[src/rtl/irqseq_pkg.sv]
package irqseq_pkg;
  typedef enum logic [1:0] {
    IS_RUN  = 2'd0,
    IS_BASE = 2'd1,
    IS_CASC = 2'd2,
    IS_MODE = 2'd3
  } init_st_e;
endpackage

[src/rtl/irqseq_init.sv]
module irqseq_init
  import irqseq_pkg::*;
#(
  parameter int DW = 8,
  parameter int LW = 3
) (
  input  logic          clk,
  input  logic          rst,
  input  logic          cmd_wr,
  input  logic          data_wr,
  input  logic [DW-1:0] wdata,
  output logic [DW-1:0] vec_base,
  output logic [DW-1:0] mask,
  output logic          busy,
  output logic          init_pulse,
  output logic          sfnm,
  output logic          auto_eoi
);
  localparam logic [DW-1:0] BASE_MASK = {{(DW-LW){1'b1}}, {LW{1'b0}}};

  init_st_e st;
  logic     ic4;
  logic     start;

  assign start = cmd_wr && wdata[4];
  assign busy  = (st != IS_RUN);

  always_ff @(posedge clk) begin
    if (rst) begin
      st         <= IS_RUN;
      ic4        <= 1'b0;
      vec_base   <= '0;
      mask       <= '0;
      init_pulse <= 1'b0;
      sfnm       <= 1'b0;
      auto_eoi   <= 1'b0;
    end else begin
      init_pulse <= start;
      if (start) begin
        st   <= IS_BASE;
        ic4  <= wdata[0];
        mask <= '0;
        if (!wdata[0]) begin
          sfnm     <= 1'b0;
          auto_eoi <= 1'b0;
        end
      end else if (data_wr) begin
        case (st)
          IS_RUN:  mask <= wdata;
          IS_BASE: begin
            vec_base <= wdata & BASE_MASK;
            st       <= IS_CASC;
          end
          IS_CASC: st <= ic4 ? IS_MODE : IS_RUN;
          IS_MODE: begin
            sfnm     <= wdata[4];
            auto_eoi <= wdata[1];
            st       <= IS_RUN;
          end
          default: st <= IS_RUN;
        endcase
      end
    end
  end

  p_init_enter_r1: assert property (@(posedge clk) disable iff (rst)
    start |=> (st == IS_BASE) && init_pulse);

  p_base_load_r2: assert property (@(posedge clk) disable iff (rst)
    (data_wr && !start && st == IS_BASE) |=>
      (vec_base == ($past(wdata) & BASE_MASK)) && (st == IS_CASC));

  p_short_seq_r3: assert property (@(posedge clk) disable iff (rst)
    (data_wr && !start && st == IS_CASC && !ic4) |=> !busy);

  p_mask_load_r5: assert property (@(posedge clk) disable iff (rst)
    (data_wr && !start && st == IS_RUN) |=> mask == $past(wdata));
endmodule

[src/rtl/irqseq_ocw.sv]
module irqseq_ocw #(
  parameter int DW = 8,
  parameter int LW = 3
) (
  input  logic          clk,
  input  logic          rst,
  input  logic          cmd_wr,
  input  logic [DW-1:0] wdata,
  input  logic          poll_taken,
  output logic          rot_auto_eoi,
  output logic          special_mask,
  output logic          rd_isr_sel,
  output logic          poll_armed,
  output logic          eoi_ns,
  output logic          eoi_sp,
  output logic          eoi_rot,
  output logic          prio_set,
  output logic [LW-1:0] cmd_line
);
  logic       start, ocw2, ocw3;
  logic [2:0] code;

  assign start = cmd_wr && wdata[4];
  assign ocw3  = cmd_wr && !wdata[4] && wdata[3];
  assign ocw2  = cmd_wr && !wdata[4] && !wdata[3];
  assign code  = wdata[7:5];

  always_ff @(posedge clk) begin
    if (rst) begin
      rot_auto_eoi <= 1'b0;
      special_mask <= 1'b0;
      rd_isr_sel   <= 1'b0;
      poll_armed   <= 1'b0;
      eoi_ns       <= 1'b0;
      eoi_sp       <= 1'b0;
      eoi_rot      <= 1'b0;
      prio_set     <= 1'b0;
      cmd_line     <= '0;
    end else begin
      eoi_ns   <= 1'b0;
      eoi_sp   <= 1'b0;
      eoi_rot  <= 1'b0;
      prio_set <= 1'b0;
      if (poll_taken) poll_armed <= 1'b0;
      if (start) begin
        special_mask <= 1'b0;
        rd_isr_sel   <= 1'b0;
      end
      if (ocw3) begin
        if (wdata[2]) poll_armed   <= 1'b1;
        if (wdata[1]) rd_isr_sel   <= wdata[0];
        if (wdata[6]) special_mask <= wdata[5];
      end
      if (ocw2) begin
        cmd_line <= wdata[LW-1:0];
        case (code)
          3'd0, 3'd4: rot_auto_eoi <= code[2];
          3'd1:       eoi_ns <= 1'b1;
          3'd5: begin
            eoi_ns  <= 1'b1;
            eoi_rot <= 1'b1;
          end
          3'd3:       eoi_sp <= 1'b1;
          3'd7: begin
            eoi_sp  <= 1'b1;
            eoi_rot <= 1'b1;
          end
          3'd6:       prio_set <= 1'b1;
          default: ;
        endcase
      end
    end
  end

  p_one_strobe_r7: assert property (@(posedge clk) disable iff (rst)
    $onehot0({eoi_ns, eoi_sp, prio_set}));

  p_rot_qualified_r7: assert property (@(posedge clk) disable iff (rst)
    eoi_rot |-> (eoi_ns || eoi_sp));

  p_poll_once_r8: assert property (@(posedge clk) disable iff (rst)
    (poll_taken && !(ocw3 && wdata[2])) |=> !poll_armed);
endmodule

[src/rtl/irqseq_rdback.sv]
module irqseq_rdback #(
  parameter int DW = 8,
  parameter int LW = 3
) (
  input  logic          clk,
  input  logic          rst,
  input  logic          rd_en,
  input  logic          addr,
  input  logic          poll_armed,
  input  logic          rd_isr_sel,
  input  logic [DW-1:0] req_in,
  input  logic [DW-1:0] isr_in,
  input  logic [DW-1:0] mask_in,
  input  logic          pend_valid,
  input  logic [LW-1:0] pend_line,
  output logic [DW-1:0] rdata,
  output logic          poll_clr,
  output logic [LW-1:0] poll_line
);
  localparam logic [DW-1:0] POLL_EMPTY = DW'((1 << LW) - 1);

  logic [DW-1:0] poll_word, norm_word;

  assign poll_word = pend_valid ? {1'b1, {(DW-1-LW){1'b0}}, pend_line} : POLL_EMPTY;
  assign norm_word = addr ? mask_in : (rd_isr_sel ? isr_in : req_in);

  always_ff @(posedge clk) begin
    if (rst) begin
      rdata     <= '0;
      poll_clr  <= 1'b0;
      poll_line <= '0;
    end else begin
      poll_clr <= rd_en && poll_armed && pend_valid;
      if (rd_en) rdata <= poll_armed ? poll_word : norm_word;
      if (rd_en && poll_armed && pend_valid) poll_line <= pend_line;
    end
  end

  p_poll_empty_r8: assert property (@(posedge clk) disable iff (rst)
    (rd_en && poll_armed && !pend_valid) |=> (rdata == POLL_EMPTY) && !poll_clr);

  p_mask_read_r9: assert property (@(posedge clk) disable iff (rst)
    (rd_en && !poll_armed && addr) |=> rdata == $past(mask_in));
endmodule

[src/rtl/irq_cmd_seq.sv]
module irq_cmd_seq #(
  parameter int DW    = 8,
  parameter int LINES = 8
) (
  input  logic                     clk,
  input  logic                     rst,
  input  logic                     wr_en,
  input  logic                     rd_en,
  input  logic                     addr,
  input  logic [DW-1:0]            wdata,
  input  logic [DW-1:0]            req_in,
  input  logic [DW-1:0]            isr_in,
  input  logic                     pend_valid,
  input  logic [$clog2(LINES)-1:0] pend_line,
  output logic [DW-1:0]            rdata,
  output logic [DW-1:0]            vec_base,
  output logic [DW-1:0]            mask,
  output logic                     init_busy,
  output logic                     init_pulse,
  output logic                     sfnm,
  output logic                     auto_eoi,
  output logic                     rot_auto_eoi,
  output logic                     special_mask,
  output logic                     eoi_ns,
  output logic                     eoi_sp,
  output logic                     eoi_rot,
  output logic                     prio_set,
  output logic [$clog2(LINES)-1:0] cmd_line,
  output logic                     poll_clr,
  output logic [$clog2(LINES)-1:0] poll_line
);
  localparam int LW = $clog2(LINES);

  logic cmd_wr, data_wr, rd_isr_sel, poll_armed, poll_taken;

  assign cmd_wr     = wr_en && !addr;
  assign data_wr    = wr_en && addr;
  assign poll_taken = rd_en && poll_armed;

  irqseq_init #(.DW(DW), .LW(LW)) u_init (
    .clk(clk), .rst(rst), .cmd_wr(cmd_wr), .data_wr(data_wr), .wdata(wdata),
    .vec_base(vec_base), .mask(mask), .busy(init_busy), .init_pulse(init_pulse),
    .sfnm(sfnm), .auto_eoi(auto_eoi)
  );

  irqseq_ocw #(.DW(DW), .LW(LW)) u_ocw (
    .clk(clk), .rst(rst), .cmd_wr(cmd_wr), .wdata(wdata), .poll_taken(poll_taken),
    .rot_auto_eoi(rot_auto_eoi), .special_mask(special_mask), .rd_isr_sel(rd_isr_sel),
    .poll_armed(poll_armed), .eoi_ns(eoi_ns), .eoi_sp(eoi_sp), .eoi_rot(eoi_rot),
    .prio_set(prio_set), .cmd_line(cmd_line)
  );

  irqseq_rdback #(.DW(DW), .LW(LW)) u_rd (
    .clk(clk), .rst(rst), .rd_en(rd_en), .addr(addr), .poll_armed(poll_armed),
    .rd_isr_sel(rd_isr_sel), .req_in(req_in), .isr_in(isr_in), .mask_in(mask),
    .pend_valid(pend_valid), .pend_line(pend_line), .rdata(rdata),
    .poll_clr(poll_clr), .poll_line(poll_line)
  );

  p_restart_clears_r10: assert property (@(posedge clk) disable iff (rst)
    (cmd_wr && wdata[4]) |=> (mask == '0) && !special_mask);
endmodule

[config.mk]
export PLATFORM = sky130hd
export DESIGN_NAME = irq_cmd_seq
export DESIGN_NICKNAME = d
export VERILOG_FILES = /design/src/rtl/irqseq_pkg.sv /design/src/rtl/irqseq_init.sv /design/src/rtl/irqseq_ocw.sv /design/src/rtl/irqseq_rdback.sv /design/src/rtl/irq_cmd_seq.sv
export SDC_FILE = /design/constraint.sdc
export NUM_CORES = 1
export LEC_CHECK = 0
export BUFFER_PORTS_ARGS = -buffer_cell sky130_fd_sc_hd__buf_2
export CAP_MARGIN = 25
export CORE_ASPECT_RATIO = 1.1
export CORE_MARGIN = 2
export CORE_UTILIZATION = 40
export DETAILED_ROUTE_END_ITERATION = 16
export HOLD_SLACK_MARGIN = 0.12
export PLACE_DENSITY = 0.67
export SYNTH_ARGS = -nofsm -noshare
export SYNTH_HDL_FRONTEND = slang
export SYNTH_HIERARCHICAL = 1
export SYNTH_SLANG_ARGS = --single-unit
[constraint.sdc]
create_clock -name clk -period 2 [get_ports clk]
set_clock_uncertainty 0.1 [all_clocks]
set_input_delay 0.4 -clock clk [delete_from_list [all_inputs] [get_ports clk]]
set_output_delay 0.4 -clock clk [all_outputs]
set_load 0.02 [all_outputs]
After elaboration in Yosys (flattened, before gate mapping)
Cells that the tools add are included.

Register bits: 42. Output and inout bits: 41. Logic and storage cells: 90.

Equality and inequality tests: 10. Muxes and demuxes: 28. Bitwise logic cells: 2. Reduce and logical (&&, ||, !) cells: 30.

Operators by type and width (number): 2-to-1 mux 8 bit (4); 2-to-1 mux 1 bit (22); == test 3 bit (second input constant) (4); OR reduction 2 bit (6); logical AND 1 bit (8); AND reduction 2 bit (4); one-hot mux 2 bit (3 select lines) (1); AND reduction 3 bit (2); nonzero test 2 bit (3); == test 2 bit (second input constant) (2); nonzero test 4 bit (1); == test 3 x 1 -> 1 bit (second input constant) (1); == test 3 x 2 -> 1 bit (second input constant) (1); zero test 1 bit (3); zero test 3 bit (1); nonzero test 3 bit (1); == test 2 x 1 -> 1 bit (second input constant) (1); zero test 2 bit (1); 2-to-1 mux 2 bit (1); != test 2 bit (second input constant) (1); NOT 1 bit (2).

Longest topological paths before layout
Word-level depth: 6. Mapped depth: 6. Mapped depth without buffers: 5.

By module
The synthesis kept the hierarchy.

By module, submodules not included: irqseq_init (times used 1, cells each 104, area each 883.3 sq um, seq. area each 380.4 sq um); irqseq_rdback (times used 1, cells each 70, area each 625.6 sq um, seq. area each 240.2 sq um); irqseq_ocw (times used 1, cells each 42, area each 434.2 sq um, seq. area each 220.2 sq um); irq_cmd_seq (times used 1, cells each 3, area each 22.5 sq um, seq. area each 0.0 sq um).

Worst setup path before layout
No wires, ideal clock.

Path kind: input to register. From: input port addr. To: register u_ocw.rot_auto_eoi. Library setup time: 72 ps. Arrival time: 1469 ps. Required time: 1828 ps. Slack: 359 ps. Stages on the path: 5. Cells stage by stage: and2b_2 -> or3b_1 -> buf_6 -> nor3_4 -> mux2i_1.

Word-level cells in the longest chain between the ends: 5.

Ends and longest elaborated chain: from (decl) (RTL line irq_cmd_seq.sv:9) `input logic addr,`; zero test 1 bit (RTL line irq_cmd_seq.sv:36) `assign cmd_wr = wr_en && !addr;`; logical AND 1 bit (RTL line irq_cmd_seq.sv:36); logical AND 1 bit (2 in a row) (RTL line irqseq_ocw.sv:25) `assign ocw2 = cmd_wr && !wdata[4] && !wdata[3];`; AND reduction 2 bit (no source line); to (signal assigned) (RTL line irqseq_ocw.sv:57) `3'd0, 3'd4: rot_auto_eoi <= code[2];`; to (decl) (RTL line irqseq_ocw.sv:10) `output logic rot_auto_eoi,`.

Every way passes these cells. A chain may end at the register's enable or synchronous reset.

Final worst setup path
From: register u_init.st[1]. To: output port init_busy.

Word-level cells in the longest chain between the ends: 1.

Ends and longest elaborated chain: from (decl) (RTL line irqseq_init.sv:21) `init_st_e st;`; from (signal assigned) (RTL line irqseq_init.sv:54) `IS_CASC: st <= ic4 ? IS_MODE : IS_RUN;`; nonzero test 2 bit (RTL line irqseq_init.sv:26) `assign busy = (st != IS_RUN);`; to (decl) (RTL line irq_cmd_seq.sv:18) `output logic init_busy,`.

Every way passes these cells.

==> out/metrics.yaml <==
layout:
  num_antenna_cells: 0
  drive_gt1_frac: 0.333
  nets: 325
  area_growth_pct: 22.8
  fin_area_sq_um: 2410
  fin_util: 0.515
  final_cell_count_no_fill: 344
synth:
  synth_seq_area_share: 0.428
  synth_edf_count: 0
  synthArstFlopShare: 0
  avgSynthCellArea_sq_um: 8.98
  synth_commonest_cells: "42 x dfxtp_1, 23 x a21oi_1, 20 x nand2_1, 16 x nand2b_1, 12 x nor2_1"
  ys_ff_latch: 42
  synth_cell_types: 41
  synthesis.area_sq_um: 1970
  syn_inst: 219
  yosys.area.top_type_share: 0.428
  synth.area.top_cells: "dfxtp_1 43%, a21oi_1 5.9%, nand2b_1 5.1%"
  yosys_warnings: 6
  yosysMostFrequentCell: "dfxtp_1"
  ys.flop_type: "dfxtp_1"
  yosys.area.top_type: "dfxtp_1"
sta:
  max_freq_mhz: 544
  fin_setup_tns_ps: 0
  maxSlewHeadroom: 0.659
  layout_min_cycle_time_ps: 1840
  drv_slew: 0
  setup_ws_ps: 161
  hold_violations: 0
  hold_ws_ps: 251
  rsz0062_at_grt: "no"
  setup_violations: 0
  finalCritPeriodShare: 0.920
  tightest_slew_ps: 499
placed_design:
  place.port_buffers: 70
  numPlacedInstances: 336
  placed_area_sq_um: 2320
  routabilityCongestion: 0.742
  pre_cts_slack_ps: 169
  hpwlAfterDp_um: 3330
clock_network:
  clock-root-buffer: "clkbuf_8"
  cts_resized: 0
  cts_max_path_buffers: 2
  clkSinkCount: 42
  cts.reportedPaths.clkPinSlew_ps: 80
  cts.hold.buffers_added: 0
  clk_latency_ps: 300
  htreeDepth: 2
  cts_tree: "yes"
  cts_made_buffers: 5
  postCtsSetupRepairBufs: 0
worst_setup_path:
  worst-path-buf-inv: 3
  crit_fanout: 10
  cp_slowest_cell: "dfxtp_1"
  critPathTopFamily: "flip-flops"
  start_kind: "flip-flop"
  startpoint: "u_init/st[1]"
  cp_common_cell: "inv_1"
  critPathKind: "flip-flop to output pin"
  end_kind: "output pin"
  critPathMaxStageDelay_ps: 400
  r2r_start: "u_ocw/rd_isr_sel"
  cp.required_ps: 1500
  critical_path_arrival_ps: 1340
  crit_chain: "inv_1 -> ha_1 -> inv_1 -> buf_2"
global_routing:
  grt_pass1_vias: 1607
  grt_util_all_layers: 0.167
  grt_pass1_wl_um: 7340
  grt_max_degree: 22
  antenna_found_initial: 0
  grt-ovfl-total: 0
power:
  leakage_nw: 1.12
  seqPwrFrac: 0.522
  swShare: 0.267
  internal_power_mw: 1.23
  ir_drop_uv: 442
  power.density_nw_per_um2: 694
  power.switching_mw: 0.448
  power.total_mw: 1.68
  clkPwrFrac: 0.341
  p_comb_frac: 0.137
min_path:
  hold_path.class: "primary input to flip-flop"
  hp-start: "pend_line[0]"
routing:
  drtAntennaViolNets: 0
  drtIter0Drc: 46
  drc: 0
  first_pass_iters: 4
  drt-total-wl_um: 4510
  num_vias: 1732
  vias_per_cell: 5.03
  routedWlPerCell_um: 13.1
outcome:
  status: "completed"
floorplan:
  die_area_sq_um: 5490
  placementRows: 26
  initial_core_util: 0.420
  die_w_um: 70.8
  core_sq_um: 4680
  ios: 74
  die_height_um: 77.5
job:
  drv_cap: 0
metal layers:
metal  GRT usage  up-vias  wire [um]
met5           0        -          0
met3      0.0481        6        319
li1            -      896          -
met4      0.0623        0         70
met1       0.214      766       2090
met2       0.265       64       2040
logic make-up after synthesis:
family / count (synthesis) / synth area share
other cells: 1 / 0.00191
mux: 14 / 0.0745
flops: 42 / 0.428
fa+ha+maj: 5 / 0.0318
buf+inv: 21 / 0.0649
compound gates: 50 / 0.155
simple gates: 86 / 0.244
registers in the layout, indices dropped and copies added (netlist names), 2 cells and up:
signal,flops
u_init/mask,8
u_init/st,2
u_init/vec_base,5
u_ocw/cmd_line,3
u_rd/poll_line,3
u_rd/rdata,8
cell type report:
class                   instances  area, sq um
fillers                       476         2270
multi-input cells             158         1000
flip-flops and latches         42          841
repair buffers                 74          380
clock buffers                   6         82.6
well taps                      56         70.1
inverters                       6         22.5
clock inverters                 2         12.5
power by group through the flow:
stage | Combinational, mW | Sequential (mW) | Clock (mW)
final | 0.229 | 0.875 | 0.571
after global routing | 0.254 | 0.878 | 0.620
after CTS | 0.231 | 0.875 | 0.585
after detailed placement | 0.230 | 0.895 | 0
after global placement | 0.228 | 0.894 | 0
after floorplan | 0.125 | 0.919 | 0
worst register-to-register path: cells and delay by family, from the launching register on:
family | cells | cell delay (ps)
compound gates | 2 | 600
flops | 1 | 590
simple gates | 1 | 90
cell usage in the layout (no fill, tap or decap), types with 2 or more instances in the layout:
cell type	Yosys	layout
dfxtp_1	42	42
o31ai_1	3	3
conb_1	1	3
nor2b_1	6	6
o22ai_1	3	3
buf_4	6	4
o211ai_1	5	5
nand2_1	20	20
nand3_1	9	9
buf_2	3	70
a2111oi_0	3	3
nand4_1	6	6
o21ai_1	6	6
and2_1	2	2
nor3_1	4	4
nor2_1	12	12
mux2_2	5	5
o21ai_0	2	2
a21oi_1	23	23
mux2i_1	9	9
nand2b_1	16	16
clkbuf_8	0	6
inv_1	6	6
ha_1	5	5
final timing paths:
kind / to / slack (ps) / cells after the start
worst min-delay path: u_rd/poll_line[0] / 250 / 3
worst max register to register: u_rd/rdata[0] / 500 / 3
worst max-delay path: init_busy / 160 / 4
worst min register to register: u_rd/rdata[0] / 350 / 2
Power figures use the tool's default switching activity.
